===== src/rtl/e1cas_pkg.sv =====
package e1cas_pkg;
   localparam int unsigned MF_FRAMES = 16;
   localparam int unsigned OCTET     = 8;
   localparam int unsigned FRM_W     = $clog2(MF_FRAMES);
   localparam int unsigned OCT_W     = $clog2(OCTET);

   // Position of the bit currently presented on the stream input
   typedef struct packed {
      logic             vld;        // a bit is present this cycle
      logic             mf_start;   // bit 0 of frame 0
      logic             in_slot;    // bit lies inside the signaling slot
      logic [OCT_W-1:0] slot_bit;   // 0 = first (MSB) bit of the slot
      logic [FRM_W-1:0] frame;      // frame number inside the multiframe
   } pos_t;
endpackage


===== src/rtl/e1cas_position.sv =====
module e1cas_position
   import e1cas_pkg::*;
#(
   parameter int unsigned SLOTS    = 32,
   parameter int unsigned SIG_SLOT = 16
) (
   input  logic clk,
   input  logic rst_n,
   input  logic bit_vld,
   input  logic mf_sync,
   output pos_t pos
);
   localparam int unsigned FRAME_BITS = SLOTS * OCTET;
   localparam int unsigned BIT_W      = $clog2(FRAME_BITS);
   localparam int unsigned SLOT_LO    = SIG_SLOT * OCTET;
   localparam int unsigned SLOT_HI    = SLOT_LO + OCTET - 1;

   generate
      if (SIG_SLOT >= SLOTS) begin : g_bad_slot
         $error("SIG_SLOT must lie inside the frame");
      end
      if (FRAME_BITS != (1 << BIT_W)) begin : g_bad_frame
         $error("SLOTS * 8 must be a power of two");
      end
   endgenerate

   logic [BIT_W-1:0] cnt_bit_q;
   logic [FRM_W-1:0] cnt_frm_q;
   logic [BIT_W-1:0] cur_bit;
   logic [FRM_W-1:0] cur_frm;
   logic [BIT_W-1:0] slot_off;

   // A sync pulse overrides the free-running position
   always_comb begin
      cur_bit = mf_sync ? '0 : cnt_bit_q;
      cur_frm = mf_sync ? '0 : cnt_frm_q;
   end

   always_ff @(posedge clk or negedge rst_n) begin
      if (!rst_n) begin
         cnt_bit_q <= '0;
         cnt_frm_q <= '0;
      end else if (bit_vld) begin
         if (cur_bit == BIT_W'(FRAME_BITS - 1)) begin
            cnt_bit_q <= '0;
            cnt_frm_q <= (cur_frm == FRM_W'(MF_FRAMES - 1)) ? '0 : cur_frm + 1'b1;
         end else begin
            cnt_bit_q <= cur_bit + 1'b1;
            cnt_frm_q <= cur_frm;
         end
      end
   end

   always_comb begin
      slot_off     = cur_bit - BIT_W'(SLOT_LO);
      pos.vld      = bit_vld;
      pos.mf_start = (cur_bit == '0) && (cur_frm == '0);
      pos.in_slot  = (cur_bit >= BIT_W'(SLOT_LO)) && (cur_bit <= BIT_W'(SLOT_HI));
      pos.slot_bit = slot_off[OCT_W-1:0];
      pos.frame    = cur_frm;
   end
endmodule


===== src/rtl/e1cas_regfile.sv =====
module e1cas_regfile
   import e1cas_pkg::*;
#(
   parameter int unsigned ADDR_W    = 8,
   parameter int unsigned BASE_ADDR = 'h40,
   parameter int unsigned STAT_ADDR = 'h50,
   parameter int unsigned NREGS     = MF_FRAMES
) (
   input  logic                     clk,
   input  logic                     rst_n,
   input  logic                     wr,
   input  logic                     rd,
   input  logic [ADDR_W-1:0]        addr,
   input  logic [OCTET-1:0]         wdata,
   output logic [OCTET-1:0]         rdata,
   input  logic                     mf_load,
   output logic                     flag,
   output logic [NREGS*OCTET-1:0]   regs_flat
);
   generate
      if (BASE_ADDR + NREGS > (1 << ADDR_W)) begin : g_bad_base
         $error("register window exceeds the address space");
      end
      if (STAT_ADDR >= BASE_ADDR && STAT_ADDR < BASE_ADDR + NREGS) begin : g_bad_stat
         $error("status address overlaps the register window");
      end
   endgenerate

   genvar g;
   generate
      for (g = 0; g < NREGS; g++) begin : g_reg
         logic hit;
         assign hit = wr && (addr == ADDR_W'(BASE_ADDR + g));
         if (g == 0) begin : g_mfw
            // Upper nibble is the fixed alignment pattern
            logic [3:0] lo_q;
            always_ff @(posedge clk or negedge rst_n) begin
               if (!rst_n)   lo_q <= '0;
               else if (hit) lo_q <= wdata[3:0];
            end
            assign regs_flat[OCTET-1:0] = {4'b0000, lo_q};
         end else begin : g_chan
            logic [OCTET-1:0] q;
            always_ff @(posedge clk or negedge rst_n) begin
               if (!rst_n)   q <= '0;
               else if (hit) q <= wdata;
            end
            assign regs_flat[g*OCTET +: OCTET] = q;
         end
      end
   endgenerate

   logic stat_rd;
   assign stat_rd = rd && (addr == ADDR_W'(STAT_ADDR));

   // Sticky flag; a boundary in the same cycle as the clearing read wins
   always_ff @(posedge clk or negedge rst_n) begin
      if (!rst_n)       flag <= 1'b0;
      else if (mf_load) flag <= 1'b1;
      else if (stat_rd) flag <= 1'b0;
   end

   always_comb begin
      rdata = '0;
      if (addr == ADDR_W'(STAT_ADDR)) rdata = {{(OCTET-1){1'b0}}, flag};
      for (int i = 0; i < NREGS; i++) begin
         if (addr == ADDR_W'(BASE_ADDR + i)) rdata = regs_flat[i*OCTET +: OCTET];
      end
   end
endmodule


===== src/rtl/e1cas_sigbuf.sv =====
module e1cas_sigbuf
   import e1cas_pkg::*;
#(
   parameter int unsigned NREGS = MF_FRAMES
) (
   input  logic                   clk,
   input  logic                   rst_n,
   input  logic                   mf_load,
   input  logic [NREGS*OCTET-1:0] regs_flat,
   input  pos_t                   pos,
   output logic [NREGS*OCTET-1:0] sig_q,
   output logic                   sig_bit
);
   localparam int unsigned IDX_W = $clog2(NREGS * OCTET);

   generate
      if (NREGS != MF_FRAMES) begin : g_bad_depth
         $error("one signaling byte is needed per frame");
      end
   endgenerate

   always_ff @(posedge clk or negedge rst_n) begin
      if (!rst_n)       sig_q <= '0;
      else if (mf_load) sig_q <= regs_flat;
   end

   // Byte k sits at bits [8k+7:8k]; slot bit b selects bit 7-b
   logic [IDX_W-1:0] sel;
   assign sel     = {pos.frame, ~pos.slot_bit};
   assign sig_bit = sig_q[sel];
endmodule


===== src/rtl/e1cas_tx_insert.sv =====
module e1cas_tx_insert
   import e1cas_pkg::*;
#(
   parameter int unsigned ADDR_W    = 8,
   parameter int unsigned BASE_ADDR = 'h40,
   parameter int unsigned STAT_ADDR = 'h50,
   parameter int unsigned SLOTS     = 32,
   parameter int unsigned SIG_SLOT  = 16,
   parameter bit          OUT_REG   = 1'b1
) (
   input  logic              clk,
   input  logic              rst_n,
   input  logic              reg_wr,
   input  logic              reg_rd,
   input  logic [ADDR_W-1:0] reg_addr,
   input  logic [7:0]        reg_wdata,
   output logic [7:0]        reg_rdata,
   input  logic              ins_en,
   input  logic              irq_en,
   output logic              irq_n,
   input  logic              bit_vld,
   input  logic              mf_sync,
   input  logic              din,
   output logic              dout_vld,
   output logic              dout
);
   localparam int unsigned NREGS = MF_FRAMES;

   pos_t                   pos;
   logic                   mf_load;
   logic                   stat_flag;
   logic                   sig_bit;
   logic [NREGS*OCTET-1:0] regs_flat;
   logic [NREGS*OCTET-1:0] sig_q;
   logic                   nxt_bit;

   e1cas_position #(.SLOTS(SLOTS), .SIG_SLOT(SIG_SLOT)) u_pos (
      .clk(clk), .rst_n(rst_n), .bit_vld(bit_vld), .mf_sync(mf_sync), .pos(pos)
   );

   assign mf_load = pos.vld && pos.mf_start;

   e1cas_regfile #(
      .ADDR_W(ADDR_W), .BASE_ADDR(BASE_ADDR), .STAT_ADDR(STAT_ADDR), .NREGS(NREGS)
   ) u_regs (
      .clk(clk), .rst_n(rst_n), .wr(reg_wr), .rd(reg_rd), .addr(reg_addr),
      .wdata(reg_wdata), .rdata(reg_rdata), .mf_load(mf_load), .flag(stat_flag),
      .regs_flat(regs_flat)
   );

   e1cas_sigbuf #(.NREGS(NREGS)) u_sbuf (
      .clk(clk), .rst_n(rst_n), .mf_load(mf_load), .regs_flat(regs_flat),
      .pos(pos), .sig_q(sig_q), .sig_bit(sig_bit)
   );

   assign nxt_bit = (ins_en && pos.in_slot) ? sig_bit : din;
   assign irq_n   = !(stat_flag && irq_en);

   generate
      if (OUT_REG) begin : g_oreg
         always_ff @(posedge clk or negedge rst_n) begin
            if (!rst_n) begin
               dout_vld <= 1'b0;
               dout     <= 1'b0;
            end else begin
               dout_vld <= bit_vld;
               dout     <= bit_vld ? nxt_bit : 1'b0;
            end
         end
      end else begin : g_ocomb
         assign dout_vld = bit_vld;
         assign dout     = bit_vld ? nxt_bit : 1'b0;
      end
   endgenerate
endmodule


===== config.mk =====
export PLATFORM = sky130hd
export DESIGN_NAME = e1cas_tx_insert
export DESIGN_NICKNAME = d
export VERILOG_FILES = /design/src/rtl/e1cas_pkg.sv /design/src/rtl/e1cas_position.sv /design/src/rtl/e1cas_regfile.sv /design/src/rtl/e1cas_sigbuf.sv /design/src/rtl/e1cas_tx_insert.sv
export SDC_FILE = /design/constraint.sdc
export NUM_CORES = 1
export LEC_CHECK = 0
export ABC_AREA = 1
export BUFFER_PORTS_ARGS = -buffer_cell sky130_fd_sc_hd__buf_2
export CAP_MARGIN = 20
export CORE_MARGIN = 1.5
export CORE_UTILIZATION = 49
export DETAILED_ROUTE_END_ITERATION = 8
export PLACE_DENSITY = 0.66
export RECOVER_POWER = 25
export SYNTH_ARGS = -nofsm -noshare
export SYNTH_HDL_FRONTEND = slang
export SYNTH_SLANG_ARGS = --single-unit

===== constraint.sdc =====
create_clock -name clk -period 2.76 [get_ports clk]
set_clock_uncertainty 0.2 [all_clocks]
set_input_delay 0.138 -clock clk [delete_from_list [all_inputs] [get_ports clk]]
set_output_delay 0.138 -clock clk [all_outputs]
set_load 0.02 [all_outputs]

# After elaboration in Yosys (flattened, before gate mapping)

Cells that the tools add are included.

Flip-flop bits (word level): 263
Logic and storage cells: 102

Order comparisons: 3
Reductions and logical operators: 26
$add $sub $neg: 3
Eq/ne operators: 19
Bitwise logic cells: 1
Mux-type cells: 28

Operators by type and width:

| cell                                                                         | number |
|---|---|
| 8-bit by 7-bit == test with 1-bit output, second input constant              | 17 |
| 8-bit two-way mux                                                            | 17 |
| 1-bit logical AND                                                            | 22 |
| 4-bit two-way mux                                                            | 4 |
| 8-bit by 1-bit adder with 8-bit output, second input constant                | 1 |
| 8-bit == test, second input constant                                         | 1 |
| 8-bit >= comparator, second input constant                                   | 1 |
| 8-bit less-or-equal comparator, second input constant                        | 1 |
| 8-bit zero test                                                              | 1 |
| 7-bit by 8-bit less-than comparator with 1-bit output, second input constant | 1 |
| 1-bit binary-select mux with 7-bit select                                    | 1 |
| 1-bit two-way mux                                                            | 6 |
| 4-bit by 1-bit adder with 4-bit output, second input constant                | 1 |
| 4-bit == test, second input constant                                         | 1 |
| 4-bit zero test                                                              | 1 |
| 3-bit NOT                                                                    | 1 |
| 3-bit by 1-bit subtractor with 3-bit output, second input constant           | 1 |
| 2-bit nonzero test                                                           | 1 |
| 1-bit zero test                                                              | 1 |

# Logic depth before layout (Yosys ltp)

Gate-level depths: netlist of the first run.

Word-level depth: 18
Mapped depth: 15
Depth with buffers taken out: 15

# By module

A second synthesis of the first run with hierarchy kept.

Cells, all modules: 1404
Area, all modules: 12774.8 µm²

Modules (own cells, without submodules):

| module          | area an instance (µm²) | cells each | instances | seq. area each (µm²) |
|---|---|---|---|---|
| e1cas_sigbuf    | 6017.0                 | 567        | 1         | 3203.1 |
| e1cas_regfile   | 5823.1                 | 707        | 1         | 3128.0 |
| e1cas_position  | 850.8                  | 119        | 1         | 300.3 |
| e1cas_tx_insert | 83.8                   | 11         | 1         | 50.0 |

# Least setup slack after synthesis of the first run

No wires, ideal clock.

Path type: reg-to-reg
Start point: reg u_pos.cnt_bit_q[1]
End point: reg u_sbuf.sig_q[104]
Clock period less this slack: 2370 ps
Slack: 390 ps
Required time: 2433 ps
Cell stages (with the launch flop): 12
Data arrival time: 2042 ps
Buffers on the path: 3
Cell sequence: dfrtp_1 > inv_1 > nor2_1 > inv_1 > buf_2 > ha_1 > nand3_1 > nor4_2 > nand4_2 > buf_2 > buf_6 > mux2_1

Cells in the longest elaborated chain, start to end: 4

RTL lines:

| what                   | RTL line              | text |
|---|---|---|
| start, declared        | e1cas_position.sv:27  | `logic [BIT_W-1:0] cnt_bit_q;` |
| start signal, assigned | e1cas_position.sv:48  | `cnt_bit_q <= cur_bit + 1'b1;` |
| 8-bit two-way mux      | e1cas_position.sv:35  | `cur_bit = mf_sync ? '0 : cnt_bit_q;` |
| 8-bit zero test        | e1cas_position.sv:57  | `pos.mf_start = (cur_bit == '0) && (cur_frm == '0);` |
| 1-bit logical AND      | e1cas_position.sv:57  |  |
| 1-bit logical AND      | e1cas_tx_insert.sv:41 | `assign mf_load = pos.vld && pos.mf_start;` |
| end signal, assigned   | e1cas_sigbuf.sv:24    | `else if (mf_load) sig_q <= regs_flat;` |
| end, declared          | e1cas_sigbuf.sv:11    | `output logic [NREGS*OCTET-1:0] sig_q,` |

Every way passes these cells.
A chain may end at the register's enable or synchronous reset.

# Final worst setup path of the first run

Start point: reg u_regs.g_reg[2].g_chan.q[5]
End point: out reg_rdata[5]

Cells in the longest elaborated chain, start to end: 14

RTL lines:

| what                             | RTL line              | text |
|---|---|---|
| start, declared                  | e1cas_regfile.sv:43   | `logic [OCTET-1:0] q;` |
| start signal, assigned           | e1cas_regfile.sv:46   | `else if (hit) q <= wdata;` |
| 8-bit two-way mux (14 in series) | e1cas_regfile.sv:67   | `if (addr == ADDR_W'(BASE_ADDR + i)) rdata = regs_flat[i*OCTET +: OCTET];` |
| end, declared                    | e1cas_tx_insert.sv:17 | `output logic [7:0] reg_rdata,` |

Every way passes these cells.

==> flow_summary.yaml, run 1 <==
status:
  status: "complete, but fails checks"
  violations: "max-capacitance violations, max-slew violations"
timing:
  drv_slew: 64
  holdWs_ns: 0.0969
  setup_viol: 0
  min_period_over_period_pct: 98.5
  layout_setup_ws_ns: 0.0426
  rsz0062_at_grt: "no"
  tightest_slew_ns: 1.58
  slew_headroom_pct: -5.06
  hold_viol_final: 0
  min_period_ns: 2.72
  fmaxAchievable_mhz: 368
  tns_ns: 0
finish:
  post-route-util_pct: 56.4
  drive_above_1_share_pct: 12.5
  area_delta_synth_final_pct: 12.8
  final_area_sq_um: 13700
  mostFrequentLayoutCells: "nand2_1, dfrtp_1, o21ai_0, nand3_1, inv_1"
  regArea_sq_um: 6580
  n_antenna_cell: 0
  final_nets: 1461
  nFillCells: 2199
  finalNonFillerCells: 1775
  multiInputGateArea_sq_um: 4950
  layout_commonest_cell: "nand2_1"
worst_setup_path:
  crit_path_end_kind: "primary output"
  r2r_slack_ns: 0.18
  cpMostUsedCell: "nand3_1"
  slowest_stage: "dfrtp_1"
  r2r_cells: 9
  reg2reg_from: "u_pos.cnt_bit_q[0]"
  cp_max_fo: 3
  cp_slowest_stage_delay_ns: 0.43
  criticalPathCategory: "register to primary output"
  required_ns: 2.42
  worstReg2RegEnd: "u_sbuf.sig_q[94]"
  crit_chain: "nand3_1, nand3_1, nor2_1, nand4_1, nor2_1, nand3_1, nor3_1, nand4_1, buf_2"
  critPathLaunchType: "register"
  cp_data_arrival_time_ns: 2.38
routing:
  dr.pass1.iters: 5
  avgViaCountPerCell: 5.60
  wire_per_inst_microns: 19.2
  via_count: 9944
  wirelength_mm: 34.1
  antenna_left: 0
  drtIter0Drc: 970
  drc_errors: 0
grt:
  grtUsageTotal_pct: 27.1
  antenna_found_initial: 0
  grt_max_degree: 111
  globalRoute.totalOverflow: 0
  grt_pass1_wl_mm: 54.1
  grt_pass1_vias: 9527
synthesis:
  yosys.cell_types.count: 27
  synth_warnings: 0
  yosysSeqAreaShare_pct: 54.1
  synth_nets: 1431
  synth_seq_cells: 263
  postSynthAreaPerCell_sq_um: 8.68
  synth_area_sq_um: 12200
  synthCells: 1402
run:
  cap_violations: 1
power:
  total_power_mw: 8.98
  power_density_nw_per_um2: 655
  ir_drop_mv: 0.400
  leakagePower_nw: 6.40
placed_design:
  place_hpwl_mm: 21.7
  placed_area_sq_um: 12700
  pre_cts_slack_ns: 0.212
  io_buffer_count: 35
  dpl.cell_count: 1716
  place.gp.congestion: 0.935
worst_hold_path:
  holdPathEnd: "u_regs.g_reg[0].g_mfw.lo_q[0]"
  holdPathStages: 3
  worstHoldPathType: "primary input to register"
  min_from: "reg_wr"
floorplan:
  num_rows: 57
  core-area_sq_um: 24300
  die_w_microns: 161
  io_pins: 36
  start_util_pct: 50.0
  die_area_sq_um: 25800
  die_y_microns: 161
clocking:
  cts_buffers: 28
  cts_tree: "built"
  clock_latency_ns: 0.54
  root_buffer: "clkbuf_16"
  cts.clk_slew.worst_paths_ns: 0.06
  clock_sinks: 263
  htree_levels: 1
  clockBufferDepth: 3
registers in the layout, indices dropped and copies added (netlist names):
name / cells
u_regs.g.g_mfw.lo_q: 4
dout_vld: 1
u_regs.g.g_chan.q: 120
u_regs.flag: 1
u_pos.cnt_bit_q: 8
u_pos.cnt_frm_q: 4
u_sbuf.sig_q: 124
dout: 1
per-layer routing:
| metal | vias up | GRT usage, % | routed length, microns |
|---|---|---|---|
| met2 | 356 | 42.2 | 15500 |
| met3 | 78 | 3.87 | 2230 |
| met1 | 4843 | 39.2 | 15400 |
| met4 | 0 | 8.62 | 977 |
| met5 | - | 0 | 0 |
| li1 | 4667 | - | - |
repair_timing:
action	4_1_cts	5_1_grt
hold buffers	10	0
setup buffers	0	0
hold endpoints to repair	291	0
endpoints found under the setup margin	0	3
resized for setup	0	3
how the worst max path moves through the flow:
stage / cells after the start / startpoint / to / slack (ns)
final: 9 / u_regs.g_reg[2].g_chan.q[5] / reg_rdata[5] / 0.04
after floorplan: 11 / u_pos.cnt_bit_q[1] / u_sbuf.sig_q[104] / 0.39
after global placement: 15 / reg_addr[3] / reg_rdata[7] / 0.28
after CTS: 9 / u_regs.g_reg[2].g_chan.q[4] / reg_rdata[4] / 0.02
after global routing: 11 / u_regs.flag / reg_rdata[0] / 0.007
after detailed placement: 9 / u_pos.cnt_bit_q[0] / u_sbuf.sig_q[116] / 0.21
layout make-up:
| cell class | instances | share of cell area (%) |
|---|---|---|
| well taps | 324 | 2.95 |
| flip-flops and latches | 263 | 47.9 |
| inverters | 99 | 2.71 |
| multi-input cells | 973 | 36.1 |
| clock inverters | 4 | 0.510 |
| clock buffers | 45 | 6.24 |
| repair buffers | 67 | 3.56 |
power by group:
| group | total (mW) | leakage (nW) | internal (mW) | switching, mW |
|---|---|---|---|---|
| clock | 3.78 | 0.454 | 2.29 | 1.50 |
| sequential | 4.27 | 3.62 | 4.11 | 0.158 |
| combinational | 0.935 | 2.33 | 0.330 | 0.605 |
logic make-up after synthesis:
group	count (synthesis)	synth area share (%)
AO/OA/AOI/OAI	193	8.08
XOR/XNOR	5	0.360
adder cells (fa/ha/maj)	4	0.411
buffers and inverters	166	5.46
flip-flops	263	54.1
multiplexers	88	8.14
AND/OR/NAND/NOR	683	23.5
Yosys cell counts, drive strengths merged:
master | n | share of area (%)
inv | 98 | 3.0
a21oi | 7 | 0.29
buf | 22 | 1.0
nor4 | 1 | 0.10
nand2 | 420 | 13
nor3 | 8 | 0.33
xnor2 | 3 | 0.22
o21ai | 177 | 7.3
o22ai | 5 | 0.26
dfrtp | 263 | 54
clkinv | 1 | 0.031
nand3 | 147 | 6.0
ha | 4 | 0.41
xor2 | 2 | 0.14
o2111ai | 1 | 0.072
o211ai | 3 | 0.19
mux2 | 88 | 8.1
nand4 | 27 | 1.4
clkbuf | 45 | 1.4
nor2 | 80 | 2.6
worst max-delay path, delay by kind of cell (launching register included):
kind | cells | cell delay, ns
AND/OR/NAND/NOR | 8 | 1.21
flip-flops | 1 | 0.43
buffers and inverters | 1 | 0.20
Power figures use the tool's default switching activity.
==> run 2: changes to the inputs <==
--- a/config.mk
+++ b/config.mk
@@ -11,7 +11,7 @@
 export CORE_MARGIN = 1.5
 export CORE_UTILIZATION = 49
 export DETAILED_ROUTE_END_ITERATION = 8
-export PLACE_DENSITY = 0.66
+export PLACE_DENSITY = 0.7
 export RECOVER_POWER = 25
 export SYNTH_ARGS = -nofsm -noshare
 export SYNTH_HDL_FRONTEND = slang
==> run 2 against run 1 <==
Net effect:
- the run still ends with max-capacitance violations, max-slew violations left
- largest cell class unchanged
- count of clock-buffer cells in the layout fell by 2
- cell count rose by 0.11%
- maximum frequency increased by 3.0%
- sequential power about the same
- global-route usage increased by 0.71 points
- largest power group unchanged
- clock power hardly changed
- via count up 1.9%
- combinational power grew 2%
- hold slack worse by 0.041 ns
- critical endpoint is now reg_rdata[3]
- sequential cell count did not move
==> flow_summary.yaml, run 2 (synthesis results as in run 1) <==
clocking:
  post_cts_buffers: 0
  root_buffer: "clkbuf_16"
  cts.clk_slew.worst_paths_ns: 0.07
  cts_buffers: 28
  clockBufferDepth: 3
  clock_sinks: 263
  clock_latency_ns: 0.55
  htree_levels: 1
  cts_tree: "built"
finish:
  largest_reg_flops: 124
  final_nets: 1460
  top_regs: "u_sbuf.sig_q: 124 flops, u_regs.g.g_chan.q: 120 flops, u_pos.cnt_bit_q: 8 flops"
  layout_commonest_cell: "nand2_1"
  final_area_sq_um: 13800
  post-route-util_pct: 56.6
  max_flop_register: "u_sbuf.sig_q"
  n_antenna_cell: 0
  mostFrequentLayoutCells: "nand2_1, dfrtp_1, o21ai_0, nand3_1, inv_1"
  area_delta_synth_final_pct: 13.2
  drive_above_1_share_pct: 12.9
timing:
  min_period_ns: 2.64
  min_period_over_period_pct: 95.6
  tns_ns: 0
  slew_headroom_pct: -33.3
  rsz0062_at_grt: "no"
  layout_setup_ws_ns: 0.122
  drv_slew: 80
  tightest_slew_ns: 2.00
  fmaxAchievable_mhz: 379
  hold_viol_final: 0
  setup_viol: 0
worst_setup_path:
  required_ns: 2.42
  criticalPathCategory: "register to primary output"
  r2r_cells: 9
  r2r_slack_ns: 0.18
  crit_path_end_kind: "primary output"
  critPathLaunchType: "register"
  slowest_stage: "dfrtp_1"
  cp_data_arrival_time_ns: 2.30
  worstReg2RegEnd: "u_sbuf.sig_q[65]"
  cp_max_fo: 3
  cp_slowest_stage_delay_ns: 0.44
  crit_chain: "nand3_1, nand4_1, nor2_1, nand4_1, nor2_1, nand4_1, nor2_1, nand4_1, buf_2"
  reg2reg_from: "u_pos.cnt_bit_q[0]"
  cpMostUsedCell: "nand4_1"
floorplan:
  io_pins: 36
  num_rows: 57
  die_w_microns: 161
  start_util_pct: 50.0
  die_area_sq_um: 25800
  die_y_microns: 161
  core-area_sq_um: 24300
power:
  power_density_nw_per_um2: 654
  ir_drop_mv: 0.435
  leakagePower_nw: 6.42
grt:
  antenna_found_initial: 0
  globalRoute.totalOverflow: 0
  grt_max_degree: 162
  grt_pass1_wl_mm: 56.0
  grtUsageTotal_pct: 27.8
  grt_pass1_vias: 9895
worst_hold_path:
  holdPathEnd: "u_regs.g_reg[0].g_mfw.lo_q[1]"
  worstHoldPathType: "primary input to register"
  holdPathStages: 3
  min_from: "reg_wr"
routing:
  antenna_left: 0
  drc_errors: 0
  via_count: 10100
  wirelength_mm: 34.6
  wire_per_inst_microns: 19.5
  dr.pass1.iters: 5
  drtIter0Drc: 1208
  avgViaCountPerCell: 5.70
status:
  status: "complete, but fails checks"
  violations: "max-capacitance violations, max-slew violations"
placed_design:
  io_buffer_count: 35
  placed_area_sq_um: 12800
  place.gp.congestion: 1.01
  place_hpwl_mm: 21.9
  pre_cts_slack_ns: 0.261
run:
  cap_violations: 1
run 2: power breakdown:
part,internal (mW),switching (mW)
sequential,4.11,0.164
combinational,0.337,0.613
clock,2.23,1.55
run 2: metal layers:
metal  global-route usage [%]  vias up  wire, microns
met5                        0        -              0
met4                     10.2        0           1290
met3                     5.27       92           2870
met2                     44.2      416          16000
met1                     38.0     4963          14500
li1                         -     4664              -
run 2: worst max-delay path: cells and delay by family, from the launching register on:
| kind | cells | cell delay [ns] |
|---|---|---|
| DFF | 1 | 0.44 |
| buffers and inverters | 1 | 0.17 |
| and+or+nand+nor | 8 | 1.14 |
run 2: how the worst max path moves through the flow:
stage | depth (start not counted) | to | from | slack (ns)
finish | 9 | reg_rdata[3] | u_regs.g_reg[2].g_chan.q[3] | 0.12
CTS | 9 | reg_rdata[4] | u_regs.g_reg[2].g_chan.q[4] | 0.08
global route | 9 | reg_rdata[3] | u_regs.g_reg[2].g_chan.q[3] | 0.03
floorplan | 11 | u_sbuf.sig_q[104] | u_pos.cnt_bit_q[1] | 0.39
global placement | 9 | u_sbuf.sig_q[94] | mf_sync | 0.27
detailed placement | 9 | u_sbuf.sig_q[94] | mf_sync | 0.26
run 2: metrics by stage:
| stage | instances | hold slack [ns] | total power [mW] |
|---|---|---|---|
| floorplan | 1402 | -0.358 | 4.90 |
| CTS | 1777 | 0.0231 | 9.03 |
| global placement | 1717 | -0.0164 | 5.24 |
| global route | 1777 | 0.0893 | 9.36 |
| finish | 1777 | 0.0558 | 9.01 |
| detailed placement | 1717 | -0.0151 | 5.27 |
run 2: layout make-up:
cell class              instances  area, sq um
multi-input cells             973         4950
clock inverters                 9         82.6
inverters                      99          372
well taps                     324          405
repair buffers                 66          527
flip-flops and latches        263         6580
clock buffers                  43          858
fillers                      2122        10500
run 2: what timing repair did:
action	CTS	global route
hold buffers	8	0
endpoints found under the setup margin	0	2
resized for setup	0	2
hold endpoints to repair	276	0
